### config.mk
export PLATFORM = sky130hd
export DESIGN_NAME = regalu
export DESIGN_NICKNAME = d
export VERILOG_FILES = /design/src/rtl/regalu.sv
export SDC_FILE = /design/constraint.sdc
export NUM_CORES = 1
export LEC_CHECK = 0
export BUFFER_PORTS_ARGS = -buffer_cell sky130_fd_sc_hd__buf_4
export CAP_MARGIN = 20
export CORE_MARGIN = 2
export CORE_UTILIZATION = 25
export DETAILED_ROUTE_END_ITERATION = 12
export SETUP_SLACK_MARGIN = 0.2
export SYNTH_ARGS = -nofsm -noshare
export SYNTH_HDL_FRONTEND = slang
export SYNTH_SLANG_ARGS = --single-unit
### constraint.sdc
create_clock -name clk -period 6.25 [get_ports clk]
set_clock_uncertainty 0.2 [all_clocks]
set_input_delay 0.3125 -clock clk [delete_from_list [all_inputs] [get_ports clk]]
set_output_delay 0.3125 -clock clk [all_outputs]
set_load 0.02 [all_outputs]
### src/rtl/regalu.sv
module regalu #(
  parameter int DW   = 8,
  parameter int NREG = 16
) (
  input  logic                    clk,
  input  logic                    rst_n,
  input  logic                    start,
  input  logic [3:0]              op,
  input  logic [$clog2(NREG)-1:0] xi,
  input  logic [$clog2(NREG)-1:0] yi,
  input  logic [DW-1:0]           imm,
  output logic                    done,
  input  logic [$clog2(NREG)-1:0] rd_idx,
  output logic [DW-1:0]           rd_data
);
  localparam int IW = $clog2(NREG);
  localparam logic [IW-1:0] FLAG = IW'(NREG - 1);

  logic [DW-1:0] rf [NREG];
  logic [DW-1:0] a, b, res;
  logic          flg, fwr, rwr;
  logic [DW:0]   sum;

  assign a       = rf[xi];
  assign b       = rf[yi];
  assign sum     = {1'b0, a} + {1'b0, b};
  assign rd_data = rf[rd_idx];

  always_comb begin
    res = a;
    flg = 1'b0;
    fwr = 1'b0;
    rwr = 1'b1;
    case (op)
      4'd0: res = a + imm;
      4'd1: begin res = sum[DW-1:0]; flg = sum[DW]; fwr = 1'b1; end
      4'd2: res = a | b;
      4'd3: res = a & b;
      4'd4: res = a ^ b;
      4'd5: begin res = a - b; flg = (a >= b); fwr = 1'b1; end
      4'd6: begin res = b - a; flg = (b >= a); fwr = 1'b1; end
      4'd7: begin res = a >> 1; flg = a[0]; fwr = 1'b1; end
      4'd8: begin res = a << 1; flg = a[DW-1]; fwr = 1'b1; end
      default: rwr = 1'b0;
    endcase
  end

  always_ff @(posedge clk or negedge rst_n) begin
    if (!rst_n) begin
      done <= 1'b0;
      for (int i = 0; i < NREG; i++) rf[i] <= '0;
    end else begin
      done <= start;
      if (start && rwr) rf[xi] <= res;
      if (start && fwr) rf[FLAG] <= DW'(flg);
    end
  end
endmodule


==> results.toml, run 1 <==
[run_status]
run_status = "completed"

[finish]
antenna_cells = 0
multi_input_area_sq_um = 6230
final_common_cell = "dfrtp_1"
regArea_sq_um = 3230
stdcell_area_sq_um = 11200
nets = 897
drive_gt1_frac = 0.350
area_growth_syn_to_layout_pct = 13.2
most-common-layout-cells = "dfrtp_1, mux4_2, mux2_2"
nFillCells = 4025

[setup_path]
setup.worst_path.end = "rf[118]$_DFFE_PN0P_"
reg2reg_to = "rf[118]$_DFFE_PN0P_"
max_stage_delay_ps = 590
cp_top_family = "compound AO/OA/AOI/OAI gates"
reg2regPathDepth = 13
path_depth = 14
worstSetupPathType = "in2reg"
cp-startpoint = "xi[0]"
critPathSlowestCell = "mux4_2"
required_ps = 6360
cp.arrival_ps = 5140
startpoint_type = "input pin"
crit_top_cell = "mux2_2"
ff2ff_setup_slack_ps = 1360
crit_path_cell_trace = "buf_4 -> mux4_2 -> mux2_2 -> o21ai_2 -> inv_1 -> ha_1 -> fa_1 -> a21oi_1 -> a2bb2oi_1 -> mux2i_1 -> a211oi_1 -> o221ai_1 -> a211o_1 -> mux2_2"
cp-end-kind = "flop"
reg2reg_from = "rf[104]$_DFFE_PN0P_"
cp_max_fo = 35
path_buf_inv = 2

[floorplan]
die_y_um = 203
die_width_um = 203
coreArea_sq_um = 38900
io_pins = 36
rows = 72
initial_core_util = 0.255
dieArea_sq_um = 41200

[detailed_routing]
viasPerCell = 5.43
drt_iter0_markers = 883
postRouteAntennaNets = 0
drc = 0
routed_wl_um = 29900
drt-wirelength-per-cell_um = 22.0
drt_pass1_iterations = 5
vias = 7377

[cts]
clk_latency_ps = 430
cts.sinks = 129
clockBufferDepth = 2
clk_pin_slew_ps = 60
postCtsSetupBuffers = 0
cts_tree = "yes"
postCtsHoldBufs = 2
h-tree-depth = 4
cts_resized = 0
cts_root_buffer = "clkbuf_16"
numCtsBuffers = 17

[yosys]
synth_area_per_cell_sq_um = 11.9
synth_ff_type = "dfrtp_1"
synthCells = 833
synthArstFlopShare = 1.00
ys.warnings.count = 0
syn_nets = 903
synth_cell_types = 64
syn_area_sq_um = 9910
yosysSeqAreaShare = 0.326
ys_ff_latch = 129
synth_edf_count = 0

[grt]
grt-ovfl-total = 0
grt_pass1_wl_um = 45800
antenna_found_initial = 0
grt_max_degree = 71
grt_pass1_vias = 7255
grt_usage = 0.148

[timing]
worst_slack_ps = 1220
post-route-period-util = 0.805
worstMarginPinSlew_ps = 1150
timing.fmax_mhz = 199
rsz0062_at_grt = "no"
max-slew-margin-rel = 0.230
holdWs_ps = 239
fin_tns_setup_ps = 0
fin_crit_ps = 5030
finalSetupViolCount = 0
hold_viol = 0
maxSlewViolCount = 0

[job]
drv_cap = 0

[power_and_ir_drop]
ir_drop_mv = 0.197
p_leak_nw = 4.50
switching_share = 0.362
p_clk_frac = 0.258
comb_power_share = 0.431
p_int_mw = 2.64
p_seq_frac = 0.312
pwr_density_cell_nw_per_um2 = 370
switching_power_mw = 1.50

[place]
dp_hpwl_um = 20400
post_dp_cell_area_sq_um = 10600
place_ws_ps = 809
place_congestion = 0.887
io_buffers = 35

[min_path]
hp-class = "in2async"
[worst min-delay path by stage]
stage / start / endpoint / slack [ps] / depth (start not counted)
CTS: rst_n / rf[34]$_DFFE_PN0P_ / 270 / 2
finish: rst_n / rf[66]$_DFFE_PN0P_ / 240 / 2
global placement: rst_n / rf[66]$_DFFE_PN0P_ / 130 / 1
floorplan: rst_n / done$_DFF_PN0_ / -180 / 0
detailed placement: rst_n / rf[74]$_DFFE_PN0P_ / 140 / 1
global route: rst_n / rf[34]$_DFFE_PN0P_ / 280 / 2
[per-layer routing]
metal / part of all wire / global-route usage
met1: 0.43 / 0.204
met5: 0 / 0
met3: 0.085 / 0.0363
met4: 0.021 / 0.0456
met2: 0.46 / 0.231
[registers in the layout, summed over array words and instances, names as in the netlist]
register / flops
done: 1
rf: 128
[cell families (layout without fill, tap and decap cells)]
group | after synthesis | in the layout | synth area share
and+or+nand+nor | 157 | 157 | 0.0695
adders and majority gates | 43 | 43 | 0.0573
AOI/OAI and AO/OA | 179 | 179 | 0.124
xor gates and xnor gates | 21 | 21 | 0.0200
DFF | 129 | 129 | 0.326
muxes | 203 | 203 | 0.358
buffers and inverters | 101 | 108 | 0.0461
[final cells by class]
class / instances / area share
well taps: 518 / 0.0578
flip-flops and latches: 129 / 0.288
repair buffers: 46 / 0.0316
clock buffers: 25 / 0.0460
multi-input cells: 603 / 0.556
inverters: 30 / 0.0100
clock inverters: 7 / 0.0108
[metrics by stage]
stage	power (mW)	cells	util
finish	4.14	1358	0.288
global route	4.37	1358	0.288
CTS	4.14	1358	0.288
detailed placement	3.06	1324	0.271
global placement	3.03	1324	0.271
floorplan	2.59	833	-
[cells in the mapped netlist (all sizes together) (3+ instances only)]
cell type	instances	area [sq um]
or3	3	18.8
nor2	38	145
o22ai	8	50.1
a31oi	7	43.8
nor3b	3	22.5
xor2	3	26.3
nand4	3	18.8
o221ai	7	67.6
mux4	112	2530
ha	39	488
o21bai	9	67.6
fa	4	80.1
a21o	4	30.0
a32oi	3	33.8
mux2	82	927
o31ai	4	30.0
o21ai	57	323
nand3	6	30.0
nand2b	4	25.0
dfrtp	129	3230
mux2i	9	90.1
inv	28	105
o21a	3	22.5
a2111oi	3	63.8
nor3	11	55.1
a211oi	6	45.0
buf	37	216
nand2	76	285
nor4	3	18.8
a221oi	5	43.8
a22o	4	35.0
clkbuf	34	128
a21oi	47	265
xnor2	17	149
[power groups by stage]
stage               clock network, mW  registers, mW  logic [mW]
floorplan                           0           1.22        1.37
global placement                    0           1.28        1.75
detailed placement                  0           1.30        1.77
CTS                              1.08           1.28        1.78
global route                     1.12           1.32        1.93
finish                           1.07           1.29        1.79
No activity file was read; power rests on OpenSTA's default activity.
==> run 2: changes to the inputs <==
--- a/config.mk
+++ b/config.mk
@@ -5,6 +5,7 @@
 export SDC_FILE = /design/constraint.sdc
 export NUM_CORES = 1
 export LEC_CHECK = 0
+export ABC_AREA = 1
 export BUFFER_PORTS_ARGS = -buffer_cell sky130_fd_sc_hd__buf_4
 export CAP_MARGIN = 20
 export CORE_MARGIN = 2
==> constraint.sdc (replaced) <==
create_clock -name clk -period 4.9 [get_ports clk]
set_clock_uncertainty 0.2 [all_clocks]
set_input_delay 0.245 -clock clk [delete_from_list [all_inputs] [get_ports clk]]
set_output_delay 0.245 -clock clk [all_outputs]
set_load 0.02 [all_outputs]
==> results.toml, run 2 <==
[run_status]
run_status = "completed"

[floorplan]
initial_core_util = 0.252
io_pins = 36
dieArea_sq_um = 43600
rows = 75
die_y_um = 209
die_width_um = 209
coreArea_sq_um = 41700

[yosys]
synth_edf_count = 0
synth_cell_types = 39
synthCells = 1652
synth_area_leaders = "dfrtp_1, nand2_1, o21ai_0, nand3_1, a21oi_1"
synth.most_common_cell = "nand2_1"
synthArstFlopShare = 1.00
ys_ff_latch = 129
yosys.area.top_type_share = 0.307
syn_nets = 1722
yosys-top-cells-count = "nand2_1, o21ai_0, nand3_1"
synth_ff_type = "dfrtp_1"
yosysSeqAreaShare = 0.307
yosysTopAreaCell = "dfrtp_1"
ys.warnings.count = 0
synth_area_per_cell_sq_um = 6.36
syn_area_sq_um = 10500

[detailed_routing]
vias = 11500
postRouteAntennaNets = 0
drt_iter0_markers = 1391
routed_wl_um = 39300
viasPerCell = 5.25
drt_pass1_iterations = 6
drt-wirelength-per-cell_um = 17.8
drc = 0

[finish]
final_common_cell = "nand2_1"
drive_gt1_frac = 0.0776
nets = 1720
regArea_sq_um = 3230
reg.largest.list = "rf: 128 flops, done: 1 flops"
antenna_cells = 0
nFillCells = 4677
largest_reg_flops = 128
most-common-layout-cells = "nand2_1, o21ai_0, nand3_1"
finalNonFillerCells = 2201
multi_input_area_sq_um = 6280
top_register = "rf"
area_growth_syn_to_layout_pct = 13.0

[power_and_ir_drop]
pwr_density_cell_nw_per_um2 = 347
ir_drop_mv = 0.201
switching_power_mw = 1.65
switching_share = 0.402
p_clk_frac = 0.308
comb_power_share = 0.338
power_mw = 4.11
p_int_mw = 2.46
p_seq_frac = 0.354
p_leak_nw = 5.68

[setup_path]
required_ps = 4980
path_buf_inv = 3
cp-end-kind = "flop"
startpoint_type = "input pin"
max_stage_delay_ps = 500
cp_top_family = "simple AND/OR/NAND/NOR gates"
critPathSlowestCell = "fa_1"
cp.arrival_ps = 4100
worstSetupPathType = "in2reg"
crit_top_cell = "o21ai_0"
cp_max_fo = 16
crit_path_cell_trace = "buf_4 -> inv_2 -> nand2_1 -> o21ai_0 -> o21ai_0 -> nand4_1 -> ha_1 -> fa_1 -> nand2_1 -> o21ai_0 -> inv_1 -> nand4_1 -> nor3_1 -> nand3_2 -> nand3_1 -> o21ai_0"

[timing]
timing.fmax_mhz = 249
worstMarginPinSlew_ps = 886
post-route-period-util = 0.820
rsz0062_at_grt = "no"
fin_crit_ps = 4020
finalSetupViolCount = 0
hold_viol = 0
max-slew-margin-rel = 0.410
holdWs_ps = 124
fin_tns_setup_ps = 0
maxSlewViolCount = 0

[cts]
cts.sinks = 129
postCtsHoldBufs = 2
h-tree-depth = 4
numCtsBuffers = 17
cts_tree = "yes"
clk_pin_slew_ps = 60
clk_latency_ps = 430
cts_root_buffer = "clkbuf_16"
cts_resized = 0
postCtsSetupBuffers = 0
clockBufferDepth = 2

[grt]
antenna_found_initial = 1
grt_pass1_vias = 10600
grt_max_degree = 129
grt_pass1_wl_um = 61500
grt-ovfl-total = 0
grt_usage = 0.179

[place]
dp_cells = 2167
place_congestion = 0.947
io_buffers = 35
dp_hpwl_um = 27900

[job]
drv_cap = 0

[min_path]
hp-class = "in2reg"
-- run 2: kinds of logic (layout without fill, tap and decap cells) --
| logic type | Yosys count | after routing | synth area share |
|---|---|---|---|
| AND/OR/NAND/NOR | 821 | 821 | 0.328 |
| buffers and inverters | 242 | 252 | 0.0939 |
| XOR/XNOR | 2 | 2 | 0.00167 |
| AO/OA/AOI/OAI | 415 | 415 | 0.214 |
| adder cells (fa/ha/maj) | 43 | 43 | 0.0541 |
| flip-flops | 129 | 129 | 0.307 |
-- run 2: layout make-up --
cell class | instances | share of cell area
Clock buffer | 19 | 0.0365
Clock inverter | 12 | 0.0116
Inverter | 159 | 0.0505
Multi-Input combinational cell | 1281 | 0.530
Sequential cell | 129 | 0.272
Tap cell | 539 | 0.0568
Timing Repair Buffer | 62 | 0.0427
-- run 2: stage by stage --
step	instance area (sq um)	util	worst slack [ps]
global route	11900	0.285	524
detailed placement	11200	0.270	508
CTS	11800	0.284	955
floorplan	10500	-	1460
finish	11900	0.285	883
global placement	11200	0.270	539
-- run 2: tightest hold or removal path: cells and delay by family --
family / cells / cell delay [ps]
AOI/OAI and AO/OA: 1 / 110
buffers and inverters: 1 / 130
and+or+nand+nor: 2 / 230
-- run 2: power by group through the flow --
stage	Clock (mW)	Sequential, mW	Combinational, mW
floorplan	0	1.41	0.979
global placement	0	1.46	1.34
detailed placement	0	1.46	1.36
CTS	1.28	1.45	1.36
global route	1.33	1.48	1.56
finish	1.27	1.46	1.39
-- run 2: layer usage --
metal  vias to the layer above  wire length (um)  track usage
li1                       5476                 -            -
met1                      5459             17400        0.247
met2                       539             17900        0.287
met3                        73              3140       0.0299
met4                         2               791       0.0517
met5                         -                13            0
-- run 2: final timing paths --
path / startpoint / endpoint / slack, ps / cells after the start
setup / recovery: xi[1] / rf[65]$_DFFE_PN0P_ / 880 / 16
hold / removal: xi[2] / rf[17]$_DFFE_PN0P_ / 120 / 4
setup reg to reg: rf[48]$_DFFE_PN0P_ / rf[65]$_DFFE_PN0P_ / 980 / 14
hold reg to reg: rf[64]$_DFFE_PN0P_ / rf[64]$_DFFE_PN0P_ / 290 / 2
max in group asynchronous: rst_n / rf[124]$_DFFE_PN0P_ / 3160 / 3
min in group asynchronous: rst_n / rf[96]$_DFFE_PN0P_ / 280 / 2
==> run 3: changes to the inputs <==
==> constraint.sdc (replaced) <==
create_clock -name clk -period 3.3 [get_ports clk]
set_clock_uncertainty 0.2 [all_clocks]
set_input_delay 0.165 -clock clk [delete_from_list [all_inputs] [get_ports clk]]
set_output_delay 0.165 -clock clk [all_outputs]
set_load 0.02 [all_outputs]
==> results.toml, run 3 (same netlist as run 2, synthesis figures left out) <==
[detailed_routing]
vias = 12200
postRouteAntennaNets = 0
drt-wirelength-per-cell_um = 18.1
drc = 0
drt_iter0_markers = 1512
routed_wl_um = 42900
viasPerCell = 5.15
drt_pass1_iterations = 6

[place]
dp_hpwl_um = 30700
io_buffers = 35
dp_cells = 2308
place_congestion = 0.924
place_ws_ps = -281

[cts]
clk_pin_slew_ps = 60
cts_tree = "yes"
cts_root_buffer = "clkbuf_16"
clk_latency_ps = 430
numCtsBuffers = 17
clockBufferDepth = 2
h-tree-depth = 4
cts.sinks = 129

[finish]
final_common_cell = "nand2_1"
reg.largest.list = "rf: 128 flops, done: 1 flops"
largest_reg_flops = 128
nets = 1887
drive_gt1_frac = 0.232
antenna_cells = 0
top_register = "rf"
regArea_sq_um = 3230
multi_input_area_sq_um = 6850
finalNonFillerCells = 2369
nFillCells = 4475
area_growth_syn_to_layout_pct = 33.6
most-common-layout-cells = "nand2_1, buf_4, o21ai_0"

[setup_path]
cp_max_fo = 8
cp-end-kind = "flop"
reg2reg_from = "rf[80]$_DFFE_PN0P_"
ff2ff_setup_slack_ps = 80
reg2reg_to = "rf[60]$_DFFE_PN0P_"
reg2regPathDepth = 19
worstSetupPathType = "reg2reg"
required_ps = 3420
cp.arrival_ps = 3330
startpoint_type = "flop"

[timing]
worst_slack_ps = 84.3
worstMarginPinSlew_ps = 966
post-route-period-util = 0.974
rsz0062_at_grt = "yes"
finalSetupViolCount = 0
maxSlewViolCount = 0
hold_viol = 0
max-slew-margin-rel = 0.354
timing.fmax_mhz = 311
fin_crit_ps = 3220

[power_and_ir_drop]
p_seq_frac = 0.316
switching_share = 0.398
switching_power_mw = 2.75
pwr_density_cell_nw_per_um2 = 493
p_leak_nw = 6.68
ir_drop_mv = 0.331
comb_power_share = 0.416
p_int_mw = 4.17
p_clk_frac = 0.268

[floorplan]
dieArea_sq_um = 43600
coreArea_sq_um = 41700
die_y_um = 209
initial_core_util = 0.252
die_width_um = 209
rows = 75
io_pins = 36

[grt]
grt_pass1_wl_um = 66800
antenna_found_initial = 1
grt-ovfl-total = 0
grt_pass1_vias = 11700
grt_max_degree = 81
grt_usage = 0.195

[job]
drv_cap = 0

[run_status]
run_status = "completed"

[min_path]
hp-class = "in2async"
==> run 3: timing repair <==
action                     4_1_cts  5_1_grt
buffers inserted                11       11
setup endpoints to repair      113      113
gates cloned                     4        1
hold buffers                     2        0
pin swaps                       42       52
gates resized for setup         77      103
hold endpoints to repair        81        0
==> run 3: worst max-delay path, stage by stage (launching register included) <==
cell       delay, ps
dfrtp_1          390
inv_2             70
buf_6            100
o21ai_4           50
o21ai_2          140
nand4_1          140
buf_6            160
buf_6            120
ha_4             150
fa_2             360
buf_6            130
nand3_2           50
nand3b_1          90
nand3_1          110
nand4_1          100
a21oi_2          190
nand4_4          170
clkbuf_16        220
nand3_1           70
nand2_1           70
==> run 3: area by class of cell <==
type / instances / area share
tap: 539 / 0.0481
timing repair buffer: 228 / 0.149
sequential: 129 / 0.230
clock buffer: 18 / 0.0313
clock inverter: 14 / 0.00928
multi-input combinational: 1282 / 0.489
inverter: 159 / 0.0429
==> run 3: metrics by stage <==
stage / hold slack, ps / TNS (ps) / util / total power [mW] / instance area (sq um)
after floorplan: -331 / 0 / - / 3.56 / 10500
after global placement: 71.9 / -13330 / 0.301 / 4.61 / 12600
after detailed placement: 79.0 / -16190 / 0.301 / 4.64 / 12600
after CTS: 134 / 0 / 0.326 / 6.72 / 13600
after global routing: 189 / -595 / 0.337 / 7.34 / 14000
final: 148 / 0 / 0.337 / 6.91 / 14000
==> run 3: worst max path at each step <==
stage / startpoint / end / cells past startpoint
global placement: xi[1] / rf[42]$_DFFE_PN0P_ / 19
global route: rf[80]$_DFFE_PN0P_ / rf[116]$_DFFE_PN0P_ / 19
detailed placement: xi[1] / rf[66]$_DFFE_PN0P_ / 19
floorplan: xi[0] / rf[21]$_DFFE_PN0P_ / 21
CTS: rf[80]$_DFFE_PN0P_ / rf[92]$_DFFE_PN0P_ / 19
finish: rf[80]$_DFFE_PN0P_ / rf[60]$_DFFE_PN0P_ / 19
==> run 3: power groups by stage <==
stage | logic, mW | clock network (mW) | registers [mW]
6_report | 2.88 | 1.85 | 2.18
3_5_place_dp | 2.46 | 0 | 2.18
2_1_floorplan | 1.47 | 0 | 2.09
5_1_grt | 3.18 | 1.94 | 2.22
3_3_place_gp | 2.43 | 0 | 2.18
4_1_cts | 2.68 | 1.87 | 2.16
==> run 3: routing by layer <==
layer,GRT usage,part of all wire
met3,0.0368,0.084
met2,0.305,0.45
met5,0,0.00021
met4,0.0722,0.032
met1,0.267,0.44
